File: config.mk
export PLATFORM = sky130hd
export DESIGN_NAME = async_rd_master
export DESIGN_NICKNAME = d
export VERILOG_FILES = /design/src/rtl/async_rd_pkg.sv /design/src/rtl/async_rd_sync.sv /design/src/rtl/async_rd_seq.sv /design/src/rtl/async_rd_capture.sv /design/src/rtl/async_rd_master.sv
export SDC_FILE = /design/constraint.sdc
export NUM_CORES = 1
export LEC_CHECK = 0
export BUFFER_PORTS_ARGS = -buffer_cell sky130_fd_sc_hd__buf_2
export CAP_MARGIN = 20
export CORE_UTILIZATION = 46
export CTS_CLUSTER_DIAMETER = 80
export DETAILED_ROUTE_END_ITERATION = 10
export GPL_TIMING_DRIVEN = 1
export MAX_ROUTING_LAYER = met4
export PLACE_DENSITY = 0.76
export SYNTH_ARGS = -nofsm -noshare
export SYNTH_HDL_FRONTEND = slang
export SYNTH_HIERARCHICAL = 1
export SYNTH_SLANG_ARGS = --single-unit
File: constraint.sdc
create_clock -name clk -period 2.55 [get_ports clk]
set_input_delay 0.765 -clock clk [delete_from_list [all_inputs] [get_ports clk]]
set_output_delay 0.765 -clock clk [all_outputs]
set_load 0.01 [all_outputs]
File: src/rtl/async_rd_pkg.sv
package async_rd_pkg;

   typedef enum logic [3:0] {
      ST_IDLE,
      ST_S0,
      ST_S1,
      ST_S2,
      ST_WA,
      ST_WB,
      ST_S3,
      ST_S4,
      ST_S5,
      ST_DONE
   } rd_state_e;

   typedef struct packed {
      logic addr_drv;
      logic cyc_start;
      logic addr_stb;
      logic data_stb;
      logic buf_en;
      logic done;
   } rd_strb_t;

   localparam logic [1:0] PORT_8  = 2'b00;
   localparam logic [1:0] PORT_16 = 2'b01;
   localparam logic [1:0] PORT_32 = 2'b10;

   // Strobe pattern belonging to each bus state
   function automatic rd_strb_t strobes_of(rd_state_e s);
      rd_strb_t r;
      r = '0;
      case (s)
         ST_S0: begin
            r.addr_drv  = 1'b1;
            r.cyc_start = 1'b1;
         end
         ST_S1: begin
            r.addr_drv = 1'b1;
            r.addr_stb = 1'b1;
            r.data_stb = 1'b1;
         end
         ST_S2, ST_WA, ST_WB, ST_S3, ST_S4: begin
            r.addr_drv = 1'b1;
            r.addr_stb = 1'b1;
            r.data_stb = 1'b1;
            r.buf_en   = 1'b1;
         end
         ST_S5:   r.addr_drv = 1'b1;
         ST_DONE: r.done = 1'b1;
         default: r = '0;
      endcase
      return r;
   endfunction

   // Port width from the acknowledge pair (bit 1 = line 1)
   function automatic logic [1:0] port_code(logic [1:0] ack);
      logic [1:0] p;
      case (ack)
         2'b11:   p = PORT_32;
         2'b10:   p = PORT_16;
         default: p = PORT_8;
      endcase
      return p;
   endfunction

endpackage

File: src/rtl/async_rd_sync.sv
module async_rd_sync #(
   parameter int WIDTH  = 2,
   parameter int STAGES = 2
) (
   input  logic             clk,
   input  logic             rst_n,
   input  logic [WIDTH-1:0] din,
   output logic [WIDTH-1:0] dout
);

   localparam int LAST = STAGES - 1;

   if (STAGES < 2) begin : g_bad_stages
      $error("async_rd_sync: STAGES must be at least 2");
   end
   if (WIDTH < 1) begin : g_bad_width
      $error("async_rd_sync: WIDTH must be positive");
   end

   logic [STAGES-1:0][WIDTH-1:0] chain_q;

   always_ff @(posedge clk or negedge rst_n) begin
      if (!rst_n) chain_q <= '0;
      else        chain_q <= {chain_q[STAGES-2:0], din};
   end

   assign dout = chain_q[LAST];

endmodule

File: src/rtl/async_rd_seq.sv
module async_rd_seq
   import async_rd_pkg::*;
#(
   parameter bit REG_STROBES = 1'b1
) (
   input  logic     clk,
   input  logic     rst_n,
   input  logic     req_valid_i,
   input  logic     ack_any_i,
   output logic     req_ready_o,
   output logic     accept_o,
   output logic     decide_o,
   output logic     cinh_take_o,
   output logic     data_take_o,
   output rd_strb_t strb_o
);

   rd_state_e st_q, st_nxt;
   logic      fall_half_q;   // 1: this cycle begins on a falling bus edge

   always_ff @(posedge clk or negedge rst_n) begin
      if (!rst_n) fall_half_q <= 1'b1;
      else        fall_half_q <= ~fall_half_q;
   end

   assign req_ready_o = (st_q == ST_IDLE) && fall_half_q;
   assign accept_o    = req_ready_o && req_valid_i;
   assign decide_o    = ((st_q == ST_S2) || (st_q == ST_WB)) && ack_any_i;
   assign cinh_take_o = (st_q == ST_S3);
   assign data_take_o = (st_q == ST_S4);

   always_comb begin
      st_nxt = st_q;
      case (st_q)
         ST_IDLE: if (accept_o) st_nxt = ST_S0;
         ST_S0:   st_nxt = ST_S1;
         ST_S1:   st_nxt = ST_S2;
         ST_S2:   st_nxt = ack_any_i ? ST_S3 : ST_WA;
         ST_WA:   st_nxt = ST_WB;
         ST_WB:   st_nxt = ack_any_i ? ST_S3 : ST_WA;
         ST_S3:   st_nxt = ST_S4;
         ST_S4:   st_nxt = ST_S5;
         ST_S5:   st_nxt = ST_DONE;
         ST_DONE: st_nxt = ST_IDLE;
         default: st_nxt = ST_IDLE;
      endcase
   end

   always_ff @(posedge clk or negedge rst_n) begin
      if (!rst_n) st_q <= ST_IDLE;
      else        st_q <= st_nxt;
   end

   if (REG_STROBES) begin : g_reg_strb
      rd_strb_t strb_q;
      always_ff @(posedge clk or negedge rst_n) begin
         if (!rst_n) strb_q <= '0;
         else        strb_q <= strobes_of(st_nxt);
      end
      assign strb_o = strb_q;
   end else begin : g_comb_strb
      assign strb_o = strobes_of(st_q);
   end


   as_after_start_chk: assert property (@(posedge clk) disable iff (!rst_n)
      $rose(strb_o.addr_stb) |-> $past(strb_o.cyc_start));


   buf_in_strobe_chk: assert property (@(posedge clk) disable iff (!rst_n)
      strb_o.buf_en |-> (strb_o.addr_stb && strb_o.data_stb));


   ack_before_s3_chk: assert property (@(posedge clk) disable iff (!rst_n)
      (st_q == ST_S3) |-> $past(ack_any_i));


   done_single_chk: assert property (@(posedge clk) disable iff (!rst_n)
      strb_o.done |=> !strb_o.done);


   no_accept_busy_chk: assert property (@(posedge clk) disable iff (!rst_n)
      req_ready_o |-> !(strb_o.addr_drv || strb_o.done));

endmodule

File: src/rtl/async_rd_capture.sv
module async_rd_capture
   import async_rd_pkg::*;
#(
   parameter int ADDR_W  = 32,
   parameter int DATA_W  = 32,
   parameter int SIZE_W  = 2,
   parameter int SPACE_W = 3
) (
   input  logic               clk,
   input  logic               rst_n,
   input  logic               accept_i,
   input  logic [ADDR_W-1:0]  req_addr_i,
   input  logic [SIZE_W-1:0]  req_size_i,
   input  logic [SPACE_W-1:0] req_space_i,
   input  logic               req_cinh_i,
   input  logic               req_opnd_i,
   input  logic               decide_i,
   input  logic [1:0]         ack_i,
   input  logic               cinh_take_i,
   input  logic               cinh_in_i,
   input  logic               data_take_i,
   input  logic [DATA_W-1:0]  data_i,
   output logic [ADDR_W-1:0]  addr_o,
   output logic [SIZE_W-1:0]  size_o,
   output logic [SPACE_W-1:0] space_o,
   output logic               cinh_out_o,
   output logic               opnd_o,
   output logic [DATA_W-1:0]  data_o,
   output logic               cinh_res_o,
   output logic [1:0]         port_o
);

   always_ff @(posedge clk or negedge rst_n) begin
      if (!rst_n) begin
         addr_o     <= '0;
         size_o     <= '0;
         space_o    <= '0;
         cinh_out_o <= 1'b0;
         opnd_o     <= 1'b0;
      end else if (accept_i) begin
         addr_o     <= req_addr_i;
         size_o     <= req_size_i;
         space_o    <= req_space_i;
         cinh_out_o <= req_cinh_i;
         opnd_o     <= req_opnd_i;
      end
   end

   always_ff @(posedge clk or negedge rst_n) begin
      if (!rst_n)        port_o <= PORT_8;
      else if (decide_i) port_o <= port_code(ack_i);
   end

   always_ff @(posedge clk or negedge rst_n) begin
      if (!rst_n)           cinh_res_o <= 1'b0;
      else if (cinh_take_i) cinh_res_o <= cinh_in_i;
   end

   always_ff @(posedge clk or negedge rst_n) begin
      if (!rst_n)           data_o <= '0;
      else if (data_take_i) data_o <= data_i;
   end


   port_legal_chk: assert property (@(posedge clk) disable iff (!rst_n)
      decide_i |=> (port_o != 2'b11));


   cinh_hold_chk: assert property (@(posedge clk) disable iff (!rst_n)
      !cinh_take_i |=> $stable(cinh_res_o));


   data_hold_chk: assert property (@(posedge clk) disable iff (!rst_n)
      !data_take_i |=> $stable(data_o));

endmodule

File: src/rtl/async_rd_master.sv
module async_rd_master
   import async_rd_pkg::*;
#(
   parameter int ADDR_W      = 32,
   parameter int DATA_W      = 32,
   parameter int SIZE_W      = 2,
   parameter int SPACE_W     = 3,
   parameter int SYNC_STAGES = 2,
   parameter bit REG_STROBES = 1'b1
) (
   input  logic               clk,
   input  logic               rst_n,
   input  logic               req_valid_i,
   output logic               req_ready_o,
   input  logic [ADDR_W-1:0]  req_addr_i,
   input  logic [SIZE_W-1:0]  req_size_i,
   input  logic [SPACE_W-1:0] req_space_i,
   input  logic               req_cinh_i,
   input  logic               req_opnd_i,
   output logic [ADDR_W-1:0]  addr_o,
   output logic [SIZE_W-1:0]  xfer_size_o,
   output logic [SPACE_W-1:0] space_o,
   output logic               cinh_out_o,
   output logic               read_o,
   output logic               addr_drv_o,
   output logic               cyc_start_o,
   output logic               opnd_start_o,
   output logic               addr_stb_o,
   output logic               data_stb_o,
   output logic               buf_en_o,
   input  logic [1:0]         xfer_ack_i,
   input  logic               cinh_in_i,
   input  logic [DATA_W-1:0]  data_i,
   output logic               done_o,
   output logic [DATA_W-1:0]  done_data_o,
   output logic               done_cinh_o,
   output logic [1:0]         done_port_o
);

   localparam int ACK_W = 2;

   if (DATA_W % 8 != 0 || DATA_W < 8) begin : g_bad_data
      $error("async_rd_master: DATA_W must be a whole number of bytes");
   end
   if (ADDR_W < 2) begin : g_bad_addr
      $error("async_rd_master: ADDR_W too small");
   end

   logic [ACK_W-1:0] ack_sync;
   logic             accept, decide, cinh_take, data_take, opnd_q;
   rd_strb_t         strb;

   async_rd_sync #(.WIDTH(ACK_W), .STAGES(SYNC_STAGES)) u_sync (
      .clk  (clk),
      .rst_n(rst_n),
      .din  (xfer_ack_i),
      .dout (ack_sync)
   );

   async_rd_seq #(.REG_STROBES(REG_STROBES)) u_seq (
      .clk        (clk),
      .rst_n      (rst_n),
      .req_valid_i(req_valid_i),
      .ack_any_i  (|ack_sync),
      .req_ready_o(req_ready_o),
      .accept_o   (accept),
      .decide_o   (decide),
      .cinh_take_o(cinh_take),
      .data_take_o(data_take),
      .strb_o     (strb)
   );

   async_rd_capture #(
      .ADDR_W(ADDR_W), .DATA_W(DATA_W), .SIZE_W(SIZE_W), .SPACE_W(SPACE_W)
   ) u_cap (
      .clk        (clk),
      .rst_n      (rst_n),
      .accept_i   (accept),
      .req_addr_i (req_addr_i),
      .req_size_i (req_size_i),
      .req_space_i(req_space_i),
      .req_cinh_i (req_cinh_i),
      .req_opnd_i (req_opnd_i),
      .decide_i   (decide),
      .ack_i      (ack_sync),
      .cinh_take_i(cinh_take),
      .cinh_in_i  (cinh_in_i),
      .data_take_i(data_take),
      .data_i     (data_i),
      .addr_o     (addr_o),
      .size_o     (xfer_size_o),
      .space_o    (space_o),
      .cinh_out_o (cinh_out_o),
      .opnd_o     (opnd_q),
      .data_o     (done_data_o),
      .cinh_res_o (done_cinh_o),
      .port_o     (done_port_o)
   );

   assign addr_drv_o   = strb.addr_drv;
   assign read_o       = strb.addr_drv;
   assign cyc_start_o  = strb.cyc_start;
   assign opnd_start_o = strb.cyc_start & opnd_q;
   assign addr_stb_o   = strb.addr_stb;
   assign data_stb_o   = strb.data_stb;
   assign buf_en_o     = strb.buf_en;
   assign done_o       = strb.done;


   addr_hold_chk: assert property (@(posedge clk) disable iff (!rst_n)
      $fell(addr_stb_o) |-> (addr_drv_o && $stable(addr_o) && $stable(space_o)
                              && $stable(xfer_size_o)));


   start_with_addr_chk: assert property (@(posedge clk) disable iff (!rst_n)
      cyc_start_o |-> (addr_drv_o && read_o && !addr_stb_o));

endmodule

==> run_summary.xml, run 1 <==
<?xml version="1.0" encoding="UTF-8"?>
<metrics>
  <group name="timing">
    <metric name="hold_viol_final" unit="">0</metric>
    <metric name="min_period_over_period" unit="">0.8956</metric>
    <metric name="clock-skew-final" unit="ps">11.30</metric>
    <metric name="rsz0062_at_grt" unit="">no</metric>
    <metric name="finalSetupTns" unit="ps">0</metric>
    <metric name="timing.fmax" unit="MHz">437.9</metric>
    <metric name="max-slew-margin-rel" unit="">0.7320</metric>
    <metric name="timing.final.max_slew_violations" unit="">0</metric>
    <metric name="hold_ws" unit="ps">285.9</metric>
    <metric name="tightest_slew" unit="ps">402.0</metric>
    <metric name="timing.final.setup_violations" unit="">0</metric>
    <metric name="period_minus_slack" unit="ps">2284</metric>
  </group>
  <group name="synthesis">
    <metric name="synth.mux.area_fraction" unit="">0.2486</metric>
    <metric name="seq_area_frac_synth" unit="">0.6458</metric>
    <metric name="synth.lib_cells_used.distinct" unit="">29</metric>
    <metric name="syn-mean-instance-area" unit="um2">15.94</metric>
    <metric name="yosys.area_share.simple" unit="">0.04364</metric>
    <metric name="combinational_family_with_the_most_area_after_synthesis" unit="">multiplexers</metric>
    <metric name="synth_adder_area_share" unit="">0</metric>
    <metric name="synth.net_count" unit="">291</metric>
    <metric name="yosysWarnings" unit="">6</metric>
    <metric name="synth-seq-cells" unit="">88</metric>
    <metric name="synthesis.instances" unit="">214</metric>
    <metric name="yosys.area_share.xor_xnor" unit="">0.005134</metric>
    <metric name="synth_compound_area_frac" unit="">0.01430</metric>
    <metric name="mappedNetlistArea" unit="mm2">0.003412</metric>
  </group>
  <group name="critical_path">
    <metric name="worstPathArrival" unit="ps">1520</metric>
    <metric name="timing.rr.start" unit="">u_seq/st_q[1]</metric>
    <metric name="worstSetupEndpoint" unit="">req_ready_o</metric>
    <metric name="worst-r2r-setup-slack" unit="ps">620</metric>
    <metric name="rr_endpoint" unit="">u_cap/addr_o[17]</metric>
    <metric name="maximum_fanout_along_the_worst_path" unit="">9</metric>
    <metric name="criticalPathCategory" unit="">reg2out</metric>
    <metric name="critical_path.endpoint_type" unit="">output port</metric>
    <metric name="critPathLaunch" unit="">u_seq/st_q[1]</metric>
    <metric name="critPathRequiredTime" unit="ps">1790</metric>
    <metric name="r2r_cells" unit="">4</metric>
    <metric name="startpoint_type" unit="">register</metric>
  </group>
  <group name="power_and_ir_drop">
    <metric name="power.total" unit="uW">5504</metric>
    <metric name="irDropWorstVdd" unit="uV">440.4</metric>
    <metric name="leakage" unit="uW">0.002245</metric>
    <metric name="power_per_cell_area" unit="mW/mm2">1233</metric>
  </group>
  <group name="routing">
    <metric name="detailroute.wirelength.met2" unit="mm">3.287</metric>
    <metric name="drt_pre_antenna_iters" unit="">5</metric>
    <metric name="mean_routed_wirelength_per_cell" unit="um">13.72</metric>
    <metric name="drt_wl_total" unit="mm">6.544</metric>
    <metric name="detailroute.via_count" unit="">2256</metric>
    <metric name="top_layer" unit="">met4</metric>
    <metric name="dr.first_iter.drc_count" unit="">43</metric>
    <metric name="routed_length_on_met1" unit="mm">2.584</metric>
    <metric name="dr_wl_met3" unit="um">522</metric>
    <metric name="remaining_drc_errors" unit="">0</metric>
    <metric name="drt.antenna.violating_nets" unit="">0</metric>
    <metric name="avgViaCountPerCell" unit="">4.730</metric>
  </group>
  <group name="finish">
    <metric name="syn2layout_area_growth" unit="%">30.88</metric>
    <metric name="final_core_utilization" unit="">0.6190</metric>
    <metric name="drive_gt1_frac" unit="">0.6587</metric>
    <metric name="final_net_count" unit="">450</metric>
    <metric name="fillCellCount" unit="">600</metric>
    <metric name="diodes" unit="">0</metric>
  </group>
  <group name="run">
    <metric name="cap_viol_max_count" unit="">0</metric>
  </group>
  <group name="floorplanning">
    <metric name="initial_core_util" unit="">0.4729</metric>
    <metric name="fp.dieH" unit="um">88.13</metric>
    <metric name="design.die.area" unit="mm2">0.007766</metric>
    <metric name="floorplan.rows" unit="">31</metric>
    <metric name="pin_count" unit="">159</metric>
    <metric name="dieWidth" unit="um">88.13</metric>
    <metric name="core-area" unit="mm2">0.007214</metric>
  </group>
  <group name="global_route">
    <metric name="pin_count_of_the_biggest_net_entering_global_routing" unit="">47</metric>
    <metric name="wire_length_of_the_first_global_routing_pass" unit="mm">9.929</metric>
    <metric name="grt_util_all_layers" unit="">0.1762</metric>
    <metric name="grt.overflow.total" unit="">0</metric>
    <metric name="antenna_found_initial" unit="">0</metric>
    <metric name="grt_pass1_vias" unit="">2218</metric>
  </group>
  <group name="cts">
    <metric name="cts.sinks" unit="">88</metric>
    <metric name="cts-root-to-sink-buffers" unit="">2</metric>
    <metric name="clock_latency" unit="ps">350</metric>
    <metric name="htree_levels" unit="">3</metric>
    <metric name="cts.clk_slew.worst_paths" unit="ps">80</metric>
    <metric name="cts_root_buffer" unit="">sky130_fd_sc_hd__clkbuf_8</metric>
    <metric name="cts_inserted_buffers" unit="">9</metric>
    <metric name="cts_setup_buffers" unit="">0</metric>
    <metric name="cts.repair.resized" unit="">0</metric>
    <metric name="cts_tree" unit="">built</metric>
    <metric name="post_cts_hold_buffer_count" unit="">0</metric>
  </group>
  <group name="worst_hold_path">
    <metric name="tightest_hold_check_type" unit="">in2async</metric>
  </group>
  <group name="placement">
    <metric name="numPortBuffers" unit="">158</metric>
    <metric name="place_hpwl" unit="mm">4.804</metric>
    <metric name="gp_congestion" unit="">0.6975</metric>
  </group>
  <group name="status">
    <metric name="outcome" unit="">completed</metric>
  </group>
</metrics>
==> layer usage <==
metal | track usage | vias up
met5 | - | -
met4 | 0.09238 | 0
met3 | 0.05278 | 9
met2 | 0.2896 | 91
met1 | 0.1928 | 1105
li1 | - | 1051
==> report_power, final <==
group | leakage, uW | internal, uW | switching (uW) | total (uW)
Sequential | 0.00106 | 2050 | 367 | 2410
Combinational | 0.00110 | 1190 | 964 | 2150
Clock | 0.0000928 | 482 | 460 | 942
Total | 0.00224 | 3710 | 1790 | 5500
==> kinds of logic (layout without fill, tap and decap cells) <==
family	count (synthesis)	in the layout
multiplexers	72	72
XOR/XNOR	2	2
buffers and inverters	19	183
AO/OA/AOI/OAI	8	8
AND/OR/NAND/NOR	25	25
flip-flops	88	88
==> area by class of cell <==
class	count	area [um2]	share of cell area
Sequential cell	88	2203	0.4934
Timing Repair Buffer	163	855.8	0.1917
Multi-Input combinational cell	107	1069	0.2393
Tap cell	99	123.9	0.02774
Inverter	4	15.01	0.003362
Clock buffer	12	145.1	0.03250
Clock inverter	4	53.80	0.01205
==> registers in the layout, indices dropped and copies added (netlist names), 2 cells and up <==
register and cells:
u_cap/addr_o 32, u_cap/data_o 32, u_cap/port_o 2, u_cap/size_o 2, u_cap/space_o 3, u_seq/st_q 4, u_seq/strb_o 5, u_sync/chain_q 2
u_sync/dout 2
==> metrics by stage <==
step	instances	setup slack [ps]	area (um2)
6_report	477	266.3	4466
5_1_grt	477	154.5	4466
4_1_cts	477	246.6	4466
3_5_place_dp	461	488.6	4267
3_3_place_gp	461	583.5	4267
2_1_floorplan	214	612.0	3412
==> worst max-delay path, stage by stage (launching register included) <==
cell and delay (ps):
sky130_fd_sc_hd__dfrtp_1 500, sky130_fd_sc_hd__nor3_4 300, sky130_fd_sc_hd__nor3b_1 210, sky130_fd_sc_hd__buf_2 170
==> how the worst min path moves through the flow <==
| stage | end | slack, ps | cells past startpoint |
|---|---|---|---|
| after floorplan | u_sync/dout[0] | 330 | 0 |
| after global placement | u_sync/dout[0] | 330 | 0 |
| after detailed placement | u_sync/dout[0] | 340 | 0 |
| after CTS | u_cap/data_o[10] | 270 | 1 |
| after global routing | u_cap/data_o[10] | 280 | 1 |
| final | u_cap/data_o[10] | 290 | 1 |
==> synthesized netlist by cell type <==
library cell | number | area (um2)
sky130_fd_sc_hd__nand3b_1 | 1 | 7.510
sky130_fd_sc_hd__mux2_2 | 57 | 641.9
sky130_fd_sc_hd__nand3_1 | 1 | 5.000
sky130_fd_sc_hd__buf_6 | 4 | 45.04
sky130_fd_sc_hd__a21oi_1 | 2 | 10.01
sky130_fd_sc_hd__a31o_2 | 1 | 8.760
sky130_fd_sc_hd__and2_4 | 1 | 8.760
sky130_fd_sc_hd__nor2_1 | 6 | 22.52
sky130_fd_sc_hd__dfrtp_1 | 87 | 2177
sky130_fd_sc_hd__buf_2 | 2 | 10.01
sky130_fd_sc_hd__buf_8 | 1 | 15.01
sky130_fd_sc_hd__xor2_1 | 2 | 17.52
sky130_fd_sc_hd__and2b_1 | 1 | 7.510
sky130_fd_sc_hd__inv_1 | 4 | 15.01
sky130_fd_sc_hd__nor3_4 | 1 | 16.27
sky130_fd_sc_hd__and2_1 | 1 | 6.260
sky130_fd_sc_hd__o21ai_0 | 3 | 15.01
sky130_fd_sc_hd__nor3b_1 | 3 | 22.52
sky130_fd_sc_hd__or2_1 | 2 | 12.51
sky130_fd_sc_hd__nor2b_1 | 2 | 12.51
sky130_fd_sc_hd__nand2_1 | 3 | 11.26
sky130_fd_sc_hd__and3_1 | 1 | 6.260
sky130_fd_sc_hd__a211oi_1 | 1 | 7.510
sky130_fd_sc_hd__mux2_1 | 5 | 56.30
sky130_fd_sc_hd__buf_4 | 8 | 60.06
sky130_fd_sc_hd__nor3_1 | 2 | 10.01
sky130_fd_sc_hd__o21a_1 | 1 | 7.510
sky130_fd_sc_hd__dfstp_2 | 1 | 26.28
sky130_fd_sc_hd__mux2_4 | 10 | 150.1
==> placed cells by master (no fill, tap or decap), types with 2 or more instances in the layout <==
cell type	Yosys	layout
sky130_fd_sc_hd__buf_2	2	157
sky130_fd_sc_hd__mux2_1	5	5
sky130_fd_sc_hd__clkinvlp_4	0	2
sky130_fd_sc_hd__clkbuf_1	0	2
sky130_fd_sc_hd__buf_4	8	4
sky130_fd_sc_hd__dfrtp_1	87	87
sky130_fd_sc_hd__buf_12	0	2
sky130_fd_sc_hd__nor2b_1	2	2
sky130_fd_sc_hd__mux2_4	10	10
sky130_fd_sc_hd__mux2_2	57	57
sky130_fd_sc_hd__nor2_1	6	6
sky130_fd_sc_hd__clkbuf_8	0	10
sky130_fd_sc_hd__o21ai_0	3	3
sky130_fd_sc_hd__nand2_1	3	3
sky130_fd_sc_hd__inv_1	4	4
sky130_fd_sc_hd__nor3_1	2	2
sky130_fd_sc_hd__or2_1	2	2
sky130_fd_sc_hd__a21oi_1	2	2
sky130_fd_sc_hd__nor3b_1	3	2
sky130_fd_sc_hd__xor2_1	2	2
Note: power is estimated with default switching activity, not from simulation.
==> run 2: changes to the inputs <==
--- a/config.mk
+++ b/config.mk
@@ -7,12 +7,12 @@
 export LEC_CHECK = 0
 export BUFFER_PORTS_ARGS = -buffer_cell sky130_fd_sc_hd__buf_2
 export CAP_MARGIN = 20
-export CORE_UTILIZATION = 46
+export CORE_UTILIZATION = 40
 export CTS_CLUSTER_DIAMETER = 80
 export DETAILED_ROUTE_END_ITERATION = 10
 export GPL_TIMING_DRIVEN = 1
 export MAX_ROUTING_LAYER = met4
-export PLACE_DENSITY = 0.76
+export PLACE_DENSITY = 0.67
 export SYNTH_ARGS = -nofsm -noshare
 export SYNTH_HDL_FRONTEND = slang
 export SYNTH_HIERARCHICAL = 1
==> run 2 against run 1 <==
Net effect:
- clock skew about the same
- maximum frequency down 0.63%
- routed wire length is 1.3% higher
- die area increased by 15%
- first-iteration DRC count is 7.0% higher
- global-route usage shrank 2.0 points
- hold slack improved by 70 ps
- non-clock buffer count decreased by 2
- total power is 1.8% higher
- highest routed layer unchanged
==> run_summary.xml, run 2 (same netlist as run 1, synthesis figures left out) <==
<?xml version="1.0" encoding="UTF-8"?>
<metrics>
  <group name="global_route">
    <metric name="wire_length_of_the_first_global_routing_pass" unit="mm">10.22</metric>
    <metric name="antenna_found_initial" unit="">0</metric>
    <metric name="grt.overflow.total" unit="">0</metric>
    <metric name="grt_pass1_vias" unit="">2175</metric>
    <metric name="grt_util_all_layers" unit="">0.1566</metric>
    <metric name="pin_count_of_the_biggest_net_entering_global_routing" unit="">54</metric>
  </group>
  <group name="placement">
    <metric name="gp_congestion" unit="">0.7556</metric>
    <metric name="dpl-instance-area" unit="mm2">0.004259</metric>
    <metric name="numPortBuffers" unit="">158</metric>
    <metric name="place_hpwl" unit="mm">4.801</metric>
  </group>
  <group name="power_and_ir_drop">
    <metric name="switching_share" unit="">0.3202</metric>
    <metric name="proportion_of_power_drawn_by_flip_flops_and_latches" unit="">0.432</metric>
    <metric name="power_per_cell_area" unit="mW/mm2">1250</metric>
    <metric name="power.total" unit="uW">5603</metric>
    <metric name="net-switching-power" unit="uW">1794</metric>
    <metric name="irDropWorstVdd" unit="uV">503.2</metric>
    <metric name="internal_power" unit="uW">3809</metric>
    <metric name="p_clk_frac" unit="">0.188</metric>
    <metric name="share_of_total_power_in_combinational_logic" unit="">0.380</metric>
    <metric name="leakage" unit="uW">0.002249</metric>
  </group>
  <group name="floorplanning">
    <metric name="pin_count" unit="">159</metric>
    <metric name="initial_core_util" unit="">0.4153</metric>
    <metric name="core-area" unit="mm2">0.008217</metric>
    <metric name="fp.dieH" unit="um">94.36</metric>
    <metric name="floorplan.rows" unit="">33</metric>
    <metric name="dieWidth" unit="um">94.36</metric>
    <metric name="design.die.area" unit="mm2">0.008904</metric>
  </group>
  <group name="finish">
    <metric name="diodes" unit="">0</metric>
    <metric name="mostFrequentLayoutCell" unit="">sky130_fd_sc_hd__buf_2</metric>
    <metric name="layout.cells.most_common_list" unit="">sky130_fd_sc_hd__buf_2 (157), sky130_fd_sc_hd__dfrtp_1 (87), sky130_fd_sc_hd__mux2_2 (57)</metric>
    <metric name="cell_area_after_layout" unit="mm2">0.004481</metric>
    <metric name="final_net_count" unit="">448</metric>
    <metric name="drive_gt1_frac" unit="">0.6569</metric>
    <metric name="syn2layout_area_growth" unit="%">31.32</metric>
  </group>
  <group name="routing">
    <metric name="drt_wl_total" unit="mm">6.626</metric>
    <metric name="detailroute.wirelength.met2" unit="mm">3.309</metric>
    <metric name="drt_pre_antenna_iters" unit="">2</metric>
    <metric name="dr_wl_met3" unit="um">494</metric>
    <metric name="remaining_drc_errors" unit="">0</metric>
    <metric name="avgViaCountPerCell" unit="">4.617</metric>
    <metric name="mean_routed_wirelength_per_cell" unit="um">13.78</metric>
    <metric name="routed_length_on_met1" unit="mm">2.754</metric>
    <metric name="dr.first_iter.drc_count" unit="">46</metric>
    <metric name="detailroute.via_count" unit="">2221</metric>
    <metric name="drt.antenna.violating_nets" unit="">0</metric>
    <metric name="top_layer" unit="">met4</metric>
  </group>
  <group name="timing">
    <metric name="timing.final.max_slew_violations" unit="">0</metric>
    <metric name="min_period_over_period" unit="">0.9013</metric>
    <metric name="period_minus_slack" unit="ps">2298</metric>
    <metric name="finalSetupTns" unit="ps">0</metric>
    <metric name="hold_ws" unit="ps">356.1</metric>
    <metric name="timing.fmax" unit="MHz">435.1</metric>
    <metric name="timing.final.setup_violations" unit="">0</metric>
    <metric name="rsz0062_at_grt" unit="">no</metric>
    <metric name="clock-skew-final" unit="ps">10.83</metric>
    <metric name="hold_viol_final" unit="">0</metric>
    <metric name="tightest_slew" unit="ps">473.3</metric>
    <metric name="max-slew-margin-rel" unit="">0.6845</metric>
  </group>
  <group name="critical_path">
    <metric name="worstPathArrival" unit="ps">1530</metric>
    <metric name="critPathRequiredTime" unit="ps">1790</metric>
    <metric name="critical_path.endpoint_type" unit="">output port</metric>
    <metric name="criticalPathCategory" unit="">reg2out</metric>
    <metric name="startpoint_type" unit="">register</metric>
    <metric name="maximum_fanout_along_the_worst_path" unit="">9</metric>
  </group>
  <group name="worst_hold_path">
    <metric name="tightest_hold_check_type" unit="">in2async</metric>
  </group>
  <group name="cts">
    <metric name="cts.sinks" unit="">88</metric>
    <metric name="clock_latency" unit="ps">350</metric>
    <metric name="cts_root_buffer" unit="">sky130_fd_sc_hd__clkbuf_8</metric>
    <metric name="post_cts_hold_buffer_count" unit="">0</metric>
    <metric name="cts_setup_buffers" unit="">0</metric>
    <metric name="cts_inserted_buffers" unit="">9</metric>
    <metric name="cts-root-to-sink-buffers" unit="">2</metric>
    <metric name="cts.repair.resized" unit="">0</metric>
    <metric name="cts_tree" unit="">built</metric>
    <metric name="cts.clk_slew.worst_paths" unit="ps">80</metric>
    <metric name="htree_levels" unit="">3</metric>
  </group>
  <group name="status">
    <metric name="outcome" unit="">completed</metric>
  </group>
  <group name="run">
    <metric name="cap_viol_max_count" unit="">0</metric>
  </group>
</metrics>
run 2: cell count changes in the layout (fill, tap and decap cells not counted):
cell / previous run / this run
sky130_fd_sc_hd__buf_4: 4 / 2
sky130_fd_sc_hd__bufinv_16: 1 / 2
sky130_fd_sc_hd__clkinv_4: 1 / 0
sky130_fd_sc_hd__clkinvlp_4: 2 / 1
sky130_fd_sc_hd__inv_6: 0 / 1
run 2: path summary, 6_finish.rpt:
kind / start / endpoint / slack (ps) / depth (start not counted)
setup / recovery: u_seq/st_q[1] / req_ready_o / 250 / 3
hold / removal: rst_n / u_cap/data_o[22] / 360 / 1
setup reg to reg: u_seq/st_q[1] / u_cap/addr_o[0] / 630 / 4
hold reg to reg: u_sync/chain_q[0] / u_sync/dout[0] / 360 / 0
max in group asynchronous: rst_n / u_seq/fall_half_q / 1500 / 2
min in group clk: u_sync/chain_q[0] / u_sync/dout[0] / 360 / 0
run 2: critical path, cell delays in order (launching register included):
cell and delay (ps):
sky130_fd_sc_hd__dfrtp_1 500, sky130_fd_sc_hd__nor3_4 290, sky130_fd_sc_hd__nor3b_1 220, sky130_fd_sc_hd__buf_2 170
run 2: per-stage QoR:
step	std cells	setup slack [ps]	util
after CTS	481	195.2	0.5453
after global placement	465	552.9	0.5183
final	481	251.7	0.5453
after detailed placement	465	504.4	0.5183
after global routing	481	43.52	0.5453
after floorplan	214	612.0	-
run 2: cell type report:
class,count,area [um2]
Sequential cell,88,2203
Multi-Input combinational cell,107,1069
Timing Repair Buffer,161,840.8
Tap cell,105,131.4
Clock buffer,12,145.1
Inverter,4,15.01
Fill cell,725,3736
Clock inverter,4,76.32
run 2: metal layers:
| layer | track usage | vias up |
|---|---|---|
| met3 | 0.04509 | 9 |
| met4 | 0.06538 | 0 |
| met1 | 0.1858 | 1072 |
| li1 | - | 1049 |
| met2 | 0.2500 | 91 |
| met5 | - | - |
run 2: power groups by stage:
stage	clock network, uW	logic, uW	registers [uW]
floorplan	0	1120	2670
global placement	0	2110	2430
detailed placement	0	2170	2450
CTS	1090	2170	2430
global route	1150	2340	2520
finish	1060	2130	2420
==> run 3: changes to the inputs <==
--- a/config.mk
+++ b/config.mk
@@ -5,6 +5,7 @@
 export SDC_FILE = /design/constraint.sdc
 export NUM_CORES = 1
 export LEC_CHECK = 0
+export ABC_CLOCK_PERIOD_IN_PS = 2550
 export BUFFER_PORTS_ARGS = -buffer_cell sky130_fd_sc_hd__buf_2
 export CAP_MARGIN = 20
 export CORE_UTILIZATION = 40
@@ -13,6 +14,7 @@
 export GPL_TIMING_DRIVEN = 1
 export MAX_ROUTING_LAYER = met4
 export PLACE_DENSITY = 0.67
+export SETUP_SLACK_MARGIN = 0.5
 export SYNTH_ARGS = -nofsm -noshare
 export SYNTH_HDL_FRONTEND = slang
 export SYNTH_HIERARCHICAL = 1
==> constraint.sdc (replaced) <==
create_clock -name clk -period 2.55 [get_ports clk]
set_input_delay 0.6375 -clock clk [delete_from_list [all_inputs] [get_ports clk]]
set_output_delay 0.6375 -clock clk [all_outputs]
set_load 0.01 [all_outputs]
==> run 3 against run 2 <==
Net effect:
- non-clock buffer count up 6
- critical path depth unchanged
- count of clock-buffer cells in the layout down 1
- register-to-register slack better by 60 ps
- core utilization up 0.85 points
- cell count up 1.2%
- clock power about the same
- global-route usage down 0.47 points
- cell area up 1.6%
- maximum frequency up 17%
- critical endpoint unchanged
- largest cell class unchanged
- largest power group unchanged
==> run_summary.xml, run 3 (same netlist as run 1, synthesis figures left out) <==
<?xml version="1.0" encoding="UTF-8"?>
<metrics>
  <group name="run">
    <metric name="cap_viol_max_count" unit="">0</metric>
  </group>
  <group name="routing">
    <metric name="drt.antenna.violating_nets" unit="">0</metric>
    <metric name="dr.first_iter.drc_count" unit="">60</metric>
    <metric name="drt_wl_total" unit="mm">6.417</metric>
    <metric name="mean_routed_wirelength_per_cell" unit="um">13.18</metric>
    <metric name="remaining_drc_errors" unit="">0</metric>
    <metric name="drt_pre_antenna_iters" unit="">4</metric>
    <metric name="detailroute.via_count" unit="">2207</metric>
    <metric name="avgViaCountPerCell" unit="">4.532</metric>
  </group>
  <group name="timing">
    <metric name="timing.final.max_slew_violations" unit="">0</metric>
    <metric name="finalSetupTns" unit="ps">0</metric>
    <metric name="max-slew-margin-rel" unit="">0.7222</metric>
    <metric name="hold_ws" unit="ps">203.3</metric>
    <metric name="min_period_over_period" unit="">0.7673</metric>
    <metric name="timing.final.setup_violations" unit="">0</metric>
    <metric name="tightest_slew" unit="ps">416.7</metric>
    <metric name="hold_viol_final" unit="">0</metric>
    <metric name="period_minus_slack" unit="ps">1956</metric>
    <metric name="rsz0062_at_grt" unit="">no</metric>
    <metric name="timing.final.ws_setup" unit="ps">593.5</metric>
    <metric name="timing.fmax" unit="MHz">511.1</metric>
    <metric name="clock-skew-final" unit="ps">12.64</metric>
  </group>
  <group name="global_route">
    <metric name="wire_length_of_the_first_global_routing_pass" unit="mm">9.901</metric>
    <metric name="pin_count_of_the_biggest_net_entering_global_routing" unit="">39</metric>
    <metric name="grt.overflow.total" unit="">0</metric>
    <metric name="antenna_found_initial" unit="">0</metric>
    <metric name="grt_pass1_vias" unit="">2097</metric>
    <metric name="grt_util_all_layers" unit="">0.1519</metric>
  </group>
  <group name="floorplanning">
    <metric name="floorplan.rows" unit="">33</metric>
    <metric name="pin_count" unit="">159</metric>
    <metric name="initial_core_util" unit="">0.4153</metric>
    <metric name="core-area" unit="mm2">0.008217</metric>
    <metric name="fp.dieH" unit="um">94.36</metric>
    <metric name="dieWidth" unit="um">94.36</metric>
    <metric name="design.die.area" unit="mm2">0.008904</metric>
  </group>
  <group name="cts">
    <metric name="cts-root-to-sink-buffers" unit="">2</metric>
    <metric name="cts.clk_slew.worst_paths" unit="ps">90</metric>
    <metric name="cts_inserted_buffers" unit="">9</metric>
    <metric name="clock_latency" unit="ps">340</metric>
    <metric name="htree_levels" unit="">3</metric>
    <metric name="post_cts_hold_buffer_count" unit="">0</metric>
    <metric name="cts_tree" unit="">built</metric>
    <metric name="cts.sinks" unit="">88</metric>
    <metric name="cts_root_buffer" unit="">sky130_fd_sc_hd__clkbuf_8</metric>
  </group>
  <group name="finish">
    <metric name="combined_area_of_the_multi_input_logic_cells" unit="mm2">0.001074</metric>
    <metric name="final_cells" unit="">487</metric>
    <metric name="final_net_count" unit="">454</metric>
    <metric name="syn2layout_area_growth" unit="%">33.37</metric>
    <metric name="cell_area_after_layout" unit="mm2">0.004551</metric>
    <metric name="diodes" unit="">0</metric>
    <metric name="layout.cells.most_common_list" unit="">sky130_fd_sc_hd__buf_2 (157), sky130_fd_sc_hd__dfrtp_1 (84), sky130_fd_sc_hd__mux2_2 (57)</metric>
    <metric name="final-seq-area" unit="mm2">0.002207</metric>
    <metric name="drive_gt1_frac" unit="">0.6780</metric>
    <metric name="mostFrequentLayoutCell" unit="">sky130_fd_sc_hd__buf_2</metric>
    <metric name="fillCellCount" unit="">703</metric>
  </group>
  <group name="power_and_ir_drop">
    <metric name="power_per_cell_area" unit="mW/mm2">1249</metric>
    <metric name="leakage" unit="uW">0.002292</metric>
    <metric name="irDropWorstVdd" unit="uV">584.0</metric>
  </group>
  <group name="placement">
    <metric name="gp_congestion" unit="">0.7561</metric>
    <metric name="post-place-cells" unit="">467</metric>
    <metric name="place_hpwl" unit="mm">4.716</metric>
    <metric name="dpl-instance-area" unit="mm2">0.004274</metric>
    <metric name="pre_cts_setup_slack" unit="ps">653.3</metric>
    <metric name="numPortBuffers" unit="">158</metric>
  </group>
  <group name="critical_path">
    <metric name="worstPathArrival" unit="ps">1320</metric>
    <metric name="maximum_fanout_along_the_worst_path" unit="">6</metric>
    <metric name="critPathRequiredTime" unit="ps">1910</metric>
    <metric name="critical_path.endpoint_type" unit="">output port</metric>
    <metric name="startpoint_type" unit="">register</metric>
    <metric name="criticalPathCategory" unit="">reg2out</metric>
  </group>
  <group name="status">
    <metric name="outcome" unit="">completed</metric>
  </group>
  <group name="worst_hold_path">
    <metric name="tightest_hold_check_type" unit="">in2async</metric>
  </group>
</metrics>
[run 3: cell count changes in the layout (fill, tap and decap cells not counted)]
| cell | previous run | this run |
|---|---|---|
| sky130_fd_sc_hd__dfrtp_1 | 87 | 84 |
| sky130_fd_sc_hd__buf_4 | 2 | 8 |
| sky130_fd_sc_hd__dfrtp_2 | 0 | 3 |
| sky130_fd_sc_hd__nor3b_1 | 2 | 1 |
| sky130_fd_sc_hd__clkbuf_8 | 10 | 11 |
| sky130_fd_sc_hd__clkinv_4 | 0 | 2 |
| sky130_fd_sc_hd__clkinvlp_4 | 1 | 0 |
| sky130_fd_sc_hd__nor3b_2 | 1 | 2 |
| sky130_fd_sc_hd__clkbuf_1 | 2 | 0 |
[run 3: path summary, 6_finish.rpt]
check	from	end	slack [ps]	cells after the start
max in group asynchronous	rst_n	u_seq/fall_half_q	1740	2
hold / removal	rst_n	u_cap/data_o[29]	200	1
min in group clk	u_sync/chain_q[1]	u_sync/dout[1]	350	0
setup / recovery	u_seq/st_q[0]	req_ready_o	590	3
setup reg to reg	u_seq/st_q[0]	u_cap/addr_o[3]	690	5
hold reg to reg	u_sync/chain_q[1]	u_sync/dout[1]	350	0
[run 3: through the flow]
stage	total power, uW	utilization
2_1_floorplan	3793	-
3_3_place_gp	4542	0.5202
3_5_place_dp	4615	0.5202
4_1_cts	5757	0.5514
5_1_grt	6098	0.5538
6_report	5685	0.5538
[run 3: cell type report]
cell class / count / area share
Sequential cell: 88 / 0.4850
Multi-Input combinational cell: 107 / 0.2359
Timing Repair Buffer: 167 / 0.1947
Clock buffer: 11 / 0.03327
Tap cell: 105 / 0.02887
Clock inverter: 5 / 0.01897
Inverter: 4 / 0.003299
[run 3: critical path, cell delays in order (launching register included)]
cell and delay, ps:
sky130_fd_sc_hd__dfrtp_2 460, sky130_fd_sc_hd__nor3_4 190, sky130_fd_sc_hd__nor3b_2 170, sky130_fd_sc_hd__buf_2 150
[run 3: repair_timing]
action	4_1_cts	5_1_grt
buffers inserted	2	2
gates resized for setup	3	1
endpoints found under the hold margin	0	0
endpoints found under the setup margin	1	1
pin swaps	1	0
[run 3: layer usage]
| layer | wire (um) | up-vias | share of wire | track usage |
|---|---|---|---|---|
| li1 | - | 1054 | - | - |
| met1 | 2800 | 1060 | 0.44 | 0.1950 |
| met2 | 3124 | 86 | 0.49 | 0.2343 |
| met3 | 421 | 7 | 0.066 | 0.03543 |
| met4 | 72 | 0 | 0.011 | 0.05769 |
| met5 | 0 | - | 0 | - |
[run 3: where the power goes]
part / internal [uW] / leakage, uW / switching [uW] / total, uW
Sequential: 2050 / 0.00105 / 351 / 2400
Clock: 613 / 0.000120 / 478 / 1090
Combinational: 1220 / 0.00112 / 974 / 2190
